## src/rtl/stbuf_pkg.sv

```systemverilog
package stbuf_pkg;

    typedef enum logic [1:0] {
        LS_INV = 2'd0,
        LS_SHR = 2'd1,
        LS_EXC = 2'd2,
        LS_MOD = 2'd3
    } line_st_e;

    typedef enum logic [1:0] {
        PATH_DIRECT = 2'd0,
        PATH_INV    = 2'd1,
        PATH_RDINV  = 2'd2,
        PATH_QUIET  = 2'd3
    } st_path_e;

    typedef enum logic [1:0] {
        SB_RUN   = 2'd0,
        SB_FULL  = 2'd1,
        SB_DRAIN = 2'd2
    } sb_state_e;

endpackage

```

## src/rtl/stbuf_classify.sv

```systemverilog
module stbuf_classify
    import stbuf_pkg::*;
(
    input  logic [1:0] line_st,
    input  logic       buf_empty,
    output st_path_e   path
);

    always_comb begin
        unique case (line_st_e'(line_st))
            LS_INV:  path = PATH_RDINV;
            LS_SHR:  path = PATH_INV;
            LS_EXC,
            LS_MOD:  path = buf_empty ? PATH_DIRECT : PATH_QUIET;
            default: path = PATH_RDINV;
        endcase
    end

endmodule

```

## src/rtl/stbuf_queue.sv

```systemverilog
module stbuf_queue #(
    parameter int AW    = 32,
    parameter int DW    = 32,
    parameter int DEPTH = 4,
    localparam int PTR_W = $clog2(DEPTH),
    localparam int CNT_W = $clog2(DEPTH + 1)
) (
    input  logic             clk,
    input  logic             rst_n,
    input  logic             push,
    input  logic [AW-1:0]    push_addr,
    input  logic [DW-1:0]    push_data,
    input  logic             push_done,
    input  logic             ack_in,
    input  logic [AW-1:0]    look_addr,
    output logic             look_hit,
    output logic [DW-1:0]    look_data,
    output logic             pop,
    output logic [AW-1:0]    head_addr,
    output logic [DW-1:0]    head_data,
    output logic [CNT_W-1:0] count
);

    logic [AW-1:0]    q_addr [DEPTH];
    logic [DW-1:0]    q_data [DEPTH];
    logic [DEPTH-1:0] q_done;
    logic [PTR_W-1:0] head, tail;

    logic [PTR_W-1:0] slot_of [DEPTH];
    logic [DEPTH-1:0] live;

    generate
        for (genvar g = 0; g < DEPTH; g++) begin : g_age
            assign slot_of[g] = head + PTR_W'(g);
            assign live[g]    = CNT_W'(g) < count;
        end
    endgenerate

    logic             ack_found;
    logic [PTR_W-1:0] ack_slot;

    always_comb begin
        ack_found = 1'b0;
        ack_slot  = '0;
        for (int i = 0; i < DEPTH; i++) begin
            if (!ack_found && live[i] && !q_done[slot_of[i]]) begin
                ack_found = 1'b1;
                ack_slot  = slot_of[i];
            end
        end
    end

    always_comb begin
        look_hit  = 1'b0;
        look_data = '0;
        for (int i = 0; i < DEPTH; i++) begin
            if (live[i] && q_addr[slot_of[i]] == look_addr) begin
                look_hit  = 1'b1;
                look_data = q_data[slot_of[i]];
            end
        end
    end

    assign pop       = (count != '0) && q_done[head];
    assign head_addr = q_addr[head];
    assign head_data = q_data[head];

    always_ff @(posedge clk) begin
        if (push) begin
            q_addr[tail] <= push_addr;
            q_data[tail] <= push_data;
        end
    end

    always_ff @(posedge clk or negedge rst_n) begin
        if (!rst_n) begin
            head   <= '0;
            tail   <= '0;
            count  <= '0;
            q_done <= '0;
        end else begin
            if (push) begin
                q_done[tail] <= push_done;
                tail         <= tail + PTR_W'(1);
            end
            if (ack_in && ack_found) begin
                q_done[ack_slot] <= 1'b1;
            end
            if (pop) begin
                head <= head + PTR_W'(1);
            end
            count <= count + CNT_W'(push) - CNT_W'(pop);
        end
    end

endmodule

```

## src/rtl/stbuf_ctrl.sv

```systemverilog
module stbuf_ctrl
    import stbuf_pkg::*;
#(
    parameter int DEPTH = 4,
    localparam int CNT_W = $clog2(DEPTH + 1)
) (
    input  logic             clk,
    input  logic             rst_n,
    input  logic             bar_req,
    input  logic             io_req,
    input  logic [CNT_W-1:0] count,
    input  logic             push,
    input  logic             pop,
    output logic             st_open
);

    sb_state_e        state_q, state_d;
    logic [CNT_W-1:0] cnt_nxt;
    logic             force_drain;

    assign cnt_nxt     = count + CNT_W'(push) - CNT_W'(pop);
    assign force_drain = bar_req || io_req;

    always_comb begin
        unique case (state_q)
            SB_RUN, SB_FULL: begin
                if (force_drain && cnt_nxt != '0)
                    state_d = SB_DRAIN;
                else if (cnt_nxt == CNT_W'(DEPTH))
                    state_d = SB_FULL;
                else
                    state_d = SB_RUN;
            end
            SB_DRAIN: state_d = (cnt_nxt == '0) ? SB_RUN : SB_DRAIN;
            default:  state_d = SB_RUN;
        endcase
    end

    always_ff @(posedge clk or negedge rst_n) begin
        if (!rst_n) state_q <= SB_RUN;
        else        state_q <= state_d;
    end

    always_comb begin
        st_open = (state_q == SB_RUN);
    end

endmodule

```

## src/rtl/stbuf_top.sv

```systemverilog
module stbuf_top
    import stbuf_pkg::*;
#(
    parameter int AW    = 32,
    parameter int DW    = 32,
    parameter int DEPTH = 4,
    localparam int CNT_W = $clog2(DEPTH + 1)
) (
    input  logic          clk,
    input  logic          rst_n,
    input  logic          st_valid,
    input  logic [AW-1:0] st_addr,
    input  logic [DW-1:0] st_data,
    input  logic [1:0]    st_line_state,
    output logic          st_ready,
    input  logic          ld_valid,
    input  logic [AW-1:0] ld_addr,
    input  logic [DW-1:0] ld_cache_data,
    output logic [DW-1:0] ld_data,
    output logic          ld_fwd,
    input  logic          ack_valid,
    input  logic          bar_valid,
    input  logic          io_valid,
    output logic          msg_valid,
    output logic          msg_rdinv,
    output logic [AW-1:0] msg_addr,
    output logic          cw_valid,
    output logic [AW-1:0] cw_addr,
    output logic [DW-1:0] cw_data,
    output logic [1:0]    cw_state
);

    st_path_e         path;
    logic             st_open, accept, direct, push, pop;
    logic             look_hit;
    logic [DW-1:0]    look_data;
    logic [AW-1:0]    head_addr;
    logic [DW-1:0]    head_data;
    logic [CNT_W-1:0] occ;

    stbuf_classify u_cls (
        .line_st   (st_line_state),
        .buf_empty (occ == '0),
        .path      (path)
    );

    stbuf_queue #(.AW(AW), .DW(DW), .DEPTH(DEPTH)) u_q (
        .clk       (clk),
        .rst_n     (rst_n),
        .push      (push),
        .push_addr (st_addr),
        .push_data (st_data),
        .push_done (path == PATH_QUIET),
        .ack_in    (ack_valid),
        .look_addr (ld_addr),
        .look_hit  (look_hit),
        .look_data (look_data),
        .pop       (pop),
        .head_addr (head_addr),
        .head_data (head_data),
        .count     (occ)
    );

    stbuf_ctrl #(.DEPTH(DEPTH)) u_ctl (
        .clk     (clk),
        .rst_n   (rst_n),
        .bar_req (bar_valid),
        .io_req  (io_valid),
        .count   (occ),
        .push    (push),
        .pop     (pop),
        .st_open (st_open)
    );

    assign st_ready  = st_open;
    assign accept    = st_valid && st_open;
    assign direct    = accept && (path == PATH_DIRECT);
    assign push      = accept && (path != PATH_DIRECT);

    assign msg_valid = accept && (path == PATH_INV || path == PATH_RDINV);
    assign msg_rdinv = (path == PATH_RDINV);
    assign msg_addr  = st_addr;

    assign cw_valid  = direct || pop;
    assign cw_addr   = pop ? head_addr : st_addr;
    assign cw_data   = pop ? head_data : st_data;
    assign cw_state  = LS_MOD;

    assign ld_fwd    = ld_valid && look_hit;
    assign ld_data   = ld_fwd ? look_data : ld_cache_data;

endmodule

```

## config.mk

```make
export PLATFORM = sky130hd
export DESIGN_NAME = stbuf_top
export DESIGN_NICKNAME = d
export VERILOG_FILES = /design/src/rtl/stbuf_pkg.sv /design/src/rtl/stbuf_classify.sv /design/src/rtl/stbuf_queue.sv /design/src/rtl/stbuf_ctrl.sv /design/src/rtl/stbuf_top.sv
export SDC_FILE = /design/constraint.sdc
export NUM_CORES = 1
export LEC_CHECK = 0
export ABC_AREA = 1
export BUFFER_PORTS_ARGS = -buffer_cell sky130_fd_sc_hd__clkbuf_2
export CORE_ASPECT_RATIO = 0.6
export CORE_MARGIN = 3
export CORE_UTILIZATION = 44
export DETAILED_ROUTE_END_ITERATION = 10
export GPL_TIMING_DRIVEN = 0
export PLACE_DENSITY_LB_ADDON = 0.05
export SYNTH_ARGS = -nofsm -noshare
export SYNTH_HDL_FRONTEND = slang
export SYNTH_HIERARCHICAL = 1
export SYNTH_SLANG_ARGS = --single-unit
```

## constraint.sdc

```tcl
create_clock -name clk -period 5.35 [get_ports clk]
set_clock_uncertainty 0.05 [all_clocks]
set_input_delay 1.07 -clock clk [delete_from_list [all_inputs] [get_ports clk]]
set_output_delay 1.07 -clock clk [all_outputs]
set_load 0.1 [all_outputs]
```

==> results.md <==
- The first-pass iteration count of the detailed router is 8.
- The count of buffers added on input and output ports is roughly 270.
- The required time of the critical path is 4.23 ns.
- The share of the Yosys chip area taken by registers is 0.3915.
- The clock transition at the registers of the reported paths is approximately 0.060 ns.
- During I/O placement, the number of pins put on the boundary was between 200 and 300.
- The clock sink count is about 270.
- The final setup violation count is 5.
- The register-to-register setup slack is roughly 1.9 ns.
- The launching element type of the critical path is a register.
- The floorplan has 60 rows.
- The via count of the first global-routing pass came to between 20000 and 25000.
- The flow ran to the end, but the final reports show violations.
- The number of nets in the layout is around 3600.
- The HPWL after detailed placement is approximately 72000 um.
- The first-pass GRT wire length is ~140000 um.
- The critical path goes through buf_6 > buf_2 > buf_2 > o211ai_1 > nand2_1 > nand2_1 > nand2_1 > nand2_1 > nor2_1 > nand3_1 > nor2_4 > buf_4 > nor2_1 > nand3_1 > buf_4 > nand2_4 > buf_4 > nand2_1 > nand2_1 > clkbuf_8.
- The placed cell area is between 20000 and 25000 um2.
- In the final layout, the share of cells above drive strength 1 is 0.1498.
- The leftover overflow at the end of global routing is 0.
- For the finished layout, the period the worst path requires is 5.376 ns.
- Of the total synthesized cell area, the portion taken by XOR and XNOR cells is 0.009843.
- The initial utilization of the core area, before any placement, comes to 0.4513.
- In this run the cell area of the synthesized design comes to 20460 um2.
- Counting along the longest clock path gives a buffer depth of 3.
- The ratio of routed vias to standard cells is 5.852.
- For the pin with the worst max-slew slack, the measured transition is 0.9066 ns.
- The wire length per cell is ~24 um.
- The data arrival time at the worst-slack endpoint is 4.26 ns.
- The kind of cell with the highest combined delay along the critical path is buffers and inverters.
- The DRC violation count after routing is 0.
- The largest stage delay on the critical path is 0.47 ns.
- In the layout the commonest cells are 1387 x sky130_fd_sc_hd__nand2_1, 362 x sky130_fd_sc_hd__nand3_1, 316 x sky130_fd_sc_hd__inv_1, 301 x sky130_fd_sc_hd__o21ai_0, 256 x sky130_fd_sc_hd__edfxtp_1.
- The initial antenna violation count is 7.
- The largest net degree at the start of global routing is 50.
- The checks that failed: negative setup slack.
- Derived from the worst setup path, the maximum achievable clock frequency is between 150 and 200 MHz.
- The share of the cycle needed by the critical path after routing is 1.005.
- The total of fill cells in the finished design is between 4000 and 5000.
- The portion of synthesized area spent on multiplexers is 0.
- The overall track demand over capacity in global routing is 0.3767.
- The placeable core area is between 40000 and 50000 um2.
- Of the total synthesized cell area, the portion taken by AND, OR, NAND and NOR gates is 0.3692.
- TritonCTS built the clock tree.
- The die outline width is 284.4 um.
- The peak fanout along the critical path is 10.
- The classification of the worst setup path is register to primary output.
- Setup slack on the critical path of the routed design comes to -0.02584 ns.
- The worst min-delay path category is input pin to async pin.
- The Yosys step of the flow raised 6 warnings.
- The number of hold violations in the final report is 0.
- The most common cell after layout, fill and taps aside is sky130_fd_sc_hd__nand2_1.
- The routed design has approximately 97000 um of wire.
- The die is between 150 and 200 um tall.
- The floorplan step defined a die boundary enclosing a little under 50000 um2.
- By area, the combinational part of the netlist is dominated by simple AND/OR/NAND/NOR gates.
- The final antenna-violating net count is 0.
- The number of buffers added by the clock tree synthesis step is 28.
- The number of vias in the routed layout is around 24000.
- The count of flip-flops with a built-in enable after synthesis is between 200 and 300.
- The average instance in the mapped netlist occupies approximately 6.6 um2.
- The post-synthesis cell type count is 41.
- The critical path buffer and inverter count is 7.
- The tool flagged a number of max-cap violations equal to 0.
- The most repeated library cell on the critical path is sky130_fd_sc_hd__nand2_1.
- STA classifies the critical path endpoint as a primary output.
- The largest individual stage delay along the critical path comes from the cell sky130_fd_sc_hd__buf_2.
- Across all hold checks on the routed design, the worst slack comes to approximately 0.36 ns.
- The worst-skew pair later-pin latency is between 0.5 and 0.6 ns.
- The depth of the CTS H-tree is 1.
- The number of synthesized register bits is 269.
- The number of max-slew violations in the final report is 0.
- In this run the tightest slew margin relative to its limit is 0.3956.
- Synthesis produced about 3100 cells.
- Among all flip-flop cells after synthesis, the most frequent one is sky130_fd_sc_hd__edfxtp_1.
- Setup repair after global routing could not meet its margin everywhere.
- For this block, the initial DRC count from the detailed router was 4129.
- Routability-driven placement finished with a final weighted congestion of 1.049.
- The fraction of registers with async set/reset is 0.04833.
- The total non-filler cell area in the finished layout is 24240 um2.
- The cell sitting at the root of the clock tree is a sky130_fd_sc_hd__clkbuf_16.
- The synthesized-area fraction occupied by ao, oa, aoi and oai cells is 0.09746.
- Of the total synthesized cell area, the portion taken by full adders, half adders and majority gates is 0.009905.
- The area added between synthesis and finish is 18.46%.
registers in the layout (all words and copies together), names as in the netlist:
name	flops
u_q/count	3
u_q/q_data	128
u_q/q_addr	128
u_q/q_done	4
u_ctl/state_q	2
u_q/head	2
u_q/tail	2
cell type report:
class,count,area [um2],area share
diodes,5,12.51,0.0005161
plain buffers,207,1473,0.06075
clock buffers,44,802.0,0.03308
clock inverters,6,55.05,0.002271
inverters,328,1246,0.05141
multi-input cells,2288,10090,0.4162
flip-flops and latches,269,8014,0.3306
well taps,620,775.7,0.03200
repair buffers,276,1774,0.07319
path summary, 6_finish.rpt:
path                                         startpoint                          to  cells after the start
min in group clk                u_q/tail[0]$_DFFE_PN0P_     u_q/tail[0]$_DFFE_PN0P_                      1
worst min-delay path                              rst_n  u_ctl/state_q[1]$_DFF_PN0_                      1
max in group asynchronous                         rst_n      u_q/count[2]$_DFF_PN0_                      1
worst min register to register  u_q/tail[0]$_DFFE_PN0P_     u_q/tail[0]$_DFFE_PN0P_                      1
worst max-delay path            u_q/head[0]$_DFFE_PN0P_                  ld_data[3]                     20
worst max register to register  u_q/head[0]$_DFFE_PN0P_  u_ctl/state_q[0]$_DFF_PN0_                     14
per-layer routing:
layer,part of all wire,up-vias,GRT usage
met4,0.026,8,0.08861
met5,0.00091,-,0
li1,-,10500,-
met3,0.18,199,0.1320
met1,0.43,10990,0.5904
met2,0.37,1962,0.4818
synthesized netlist by cell type, types with 5 or more instances:
cell type	number	area (um2)
sky130_fd_sc_hd__buf_1	14	52.55
sky130_fd_sc_hd__inv_1	320	1201
sky130_fd_sc_hd__nand2_1	1392	5225
sky130_fd_sc_hd__buf_6	21	236.5
sky130_fd_sc_hd__nand3_1	367	1837
sky130_fd_sc_hd__nand4_1	6	37.54
sky130_fd_sc_hd__buf_4	63	473.0
sky130_fd_sc_hd__o21ai_0	302	1511
sky130_fd_sc_hd__edfxtp_1	256	7687
sky130_fd_sc_hd__nor2_1	76	285.3
sky130_fd_sc_hd__dfrtp_1	13	325.3
sky130_fd_sc_hd__o21ai_1	45	225.2
sky130_fd_sc_hd__xor2_1	23	201.4
sky130_fd_sc_hd__buf_2	57	285.3
sky130_fd_sc_hd__ha_1	13	162.7
sky130_fd_sc_hd__inv_2	6	22.52
sky130_fd_sc_hd__a21oi_1	7	35.03
sky130_fd_sc_hd__clkbuf_1	50	187.7
sky130_fd_sc_hd__or2_2	5	31.28
sky130_fd_sc_hd__o211ai_1	21	157.7
timing repair:
| item | CTS | global route |
|---|---|---|
| setup endpoints to repair | 33 | 49 |
| buffers inserted | 2 | 3 |
| pin swaps | 2 | 6 |
| resized for setup | 102 | 97 |
| hold buffers | 0 | 0 |
cell families after synthesis:
group,Yosys count
compound gates,384
xor+xnor,23
fa+ha+maj,15
buf+inv,535
flops,269
other cells,1
simple gates,1864
stage by stage:
step,setup slack (ns),cells,setup TNS [ns],util
2_1_floorplan,1.025,3092,0,-
3_3_place_gp,-0.1665,3979,-15.39,0.4980
3_5_place_dp,-0.2193,3983,-5.156,0.5006
4_1_cts,0.01828,4035,0,0.5287
5_1_grt,-0.02161,4041,-0.2496,0.5345
6_report,-0.02584,4043,-0.05446,0.5346
Power is not shown: default switching activity piles up to over one toggle a cycle in this logic, so the estimate is an artifact.
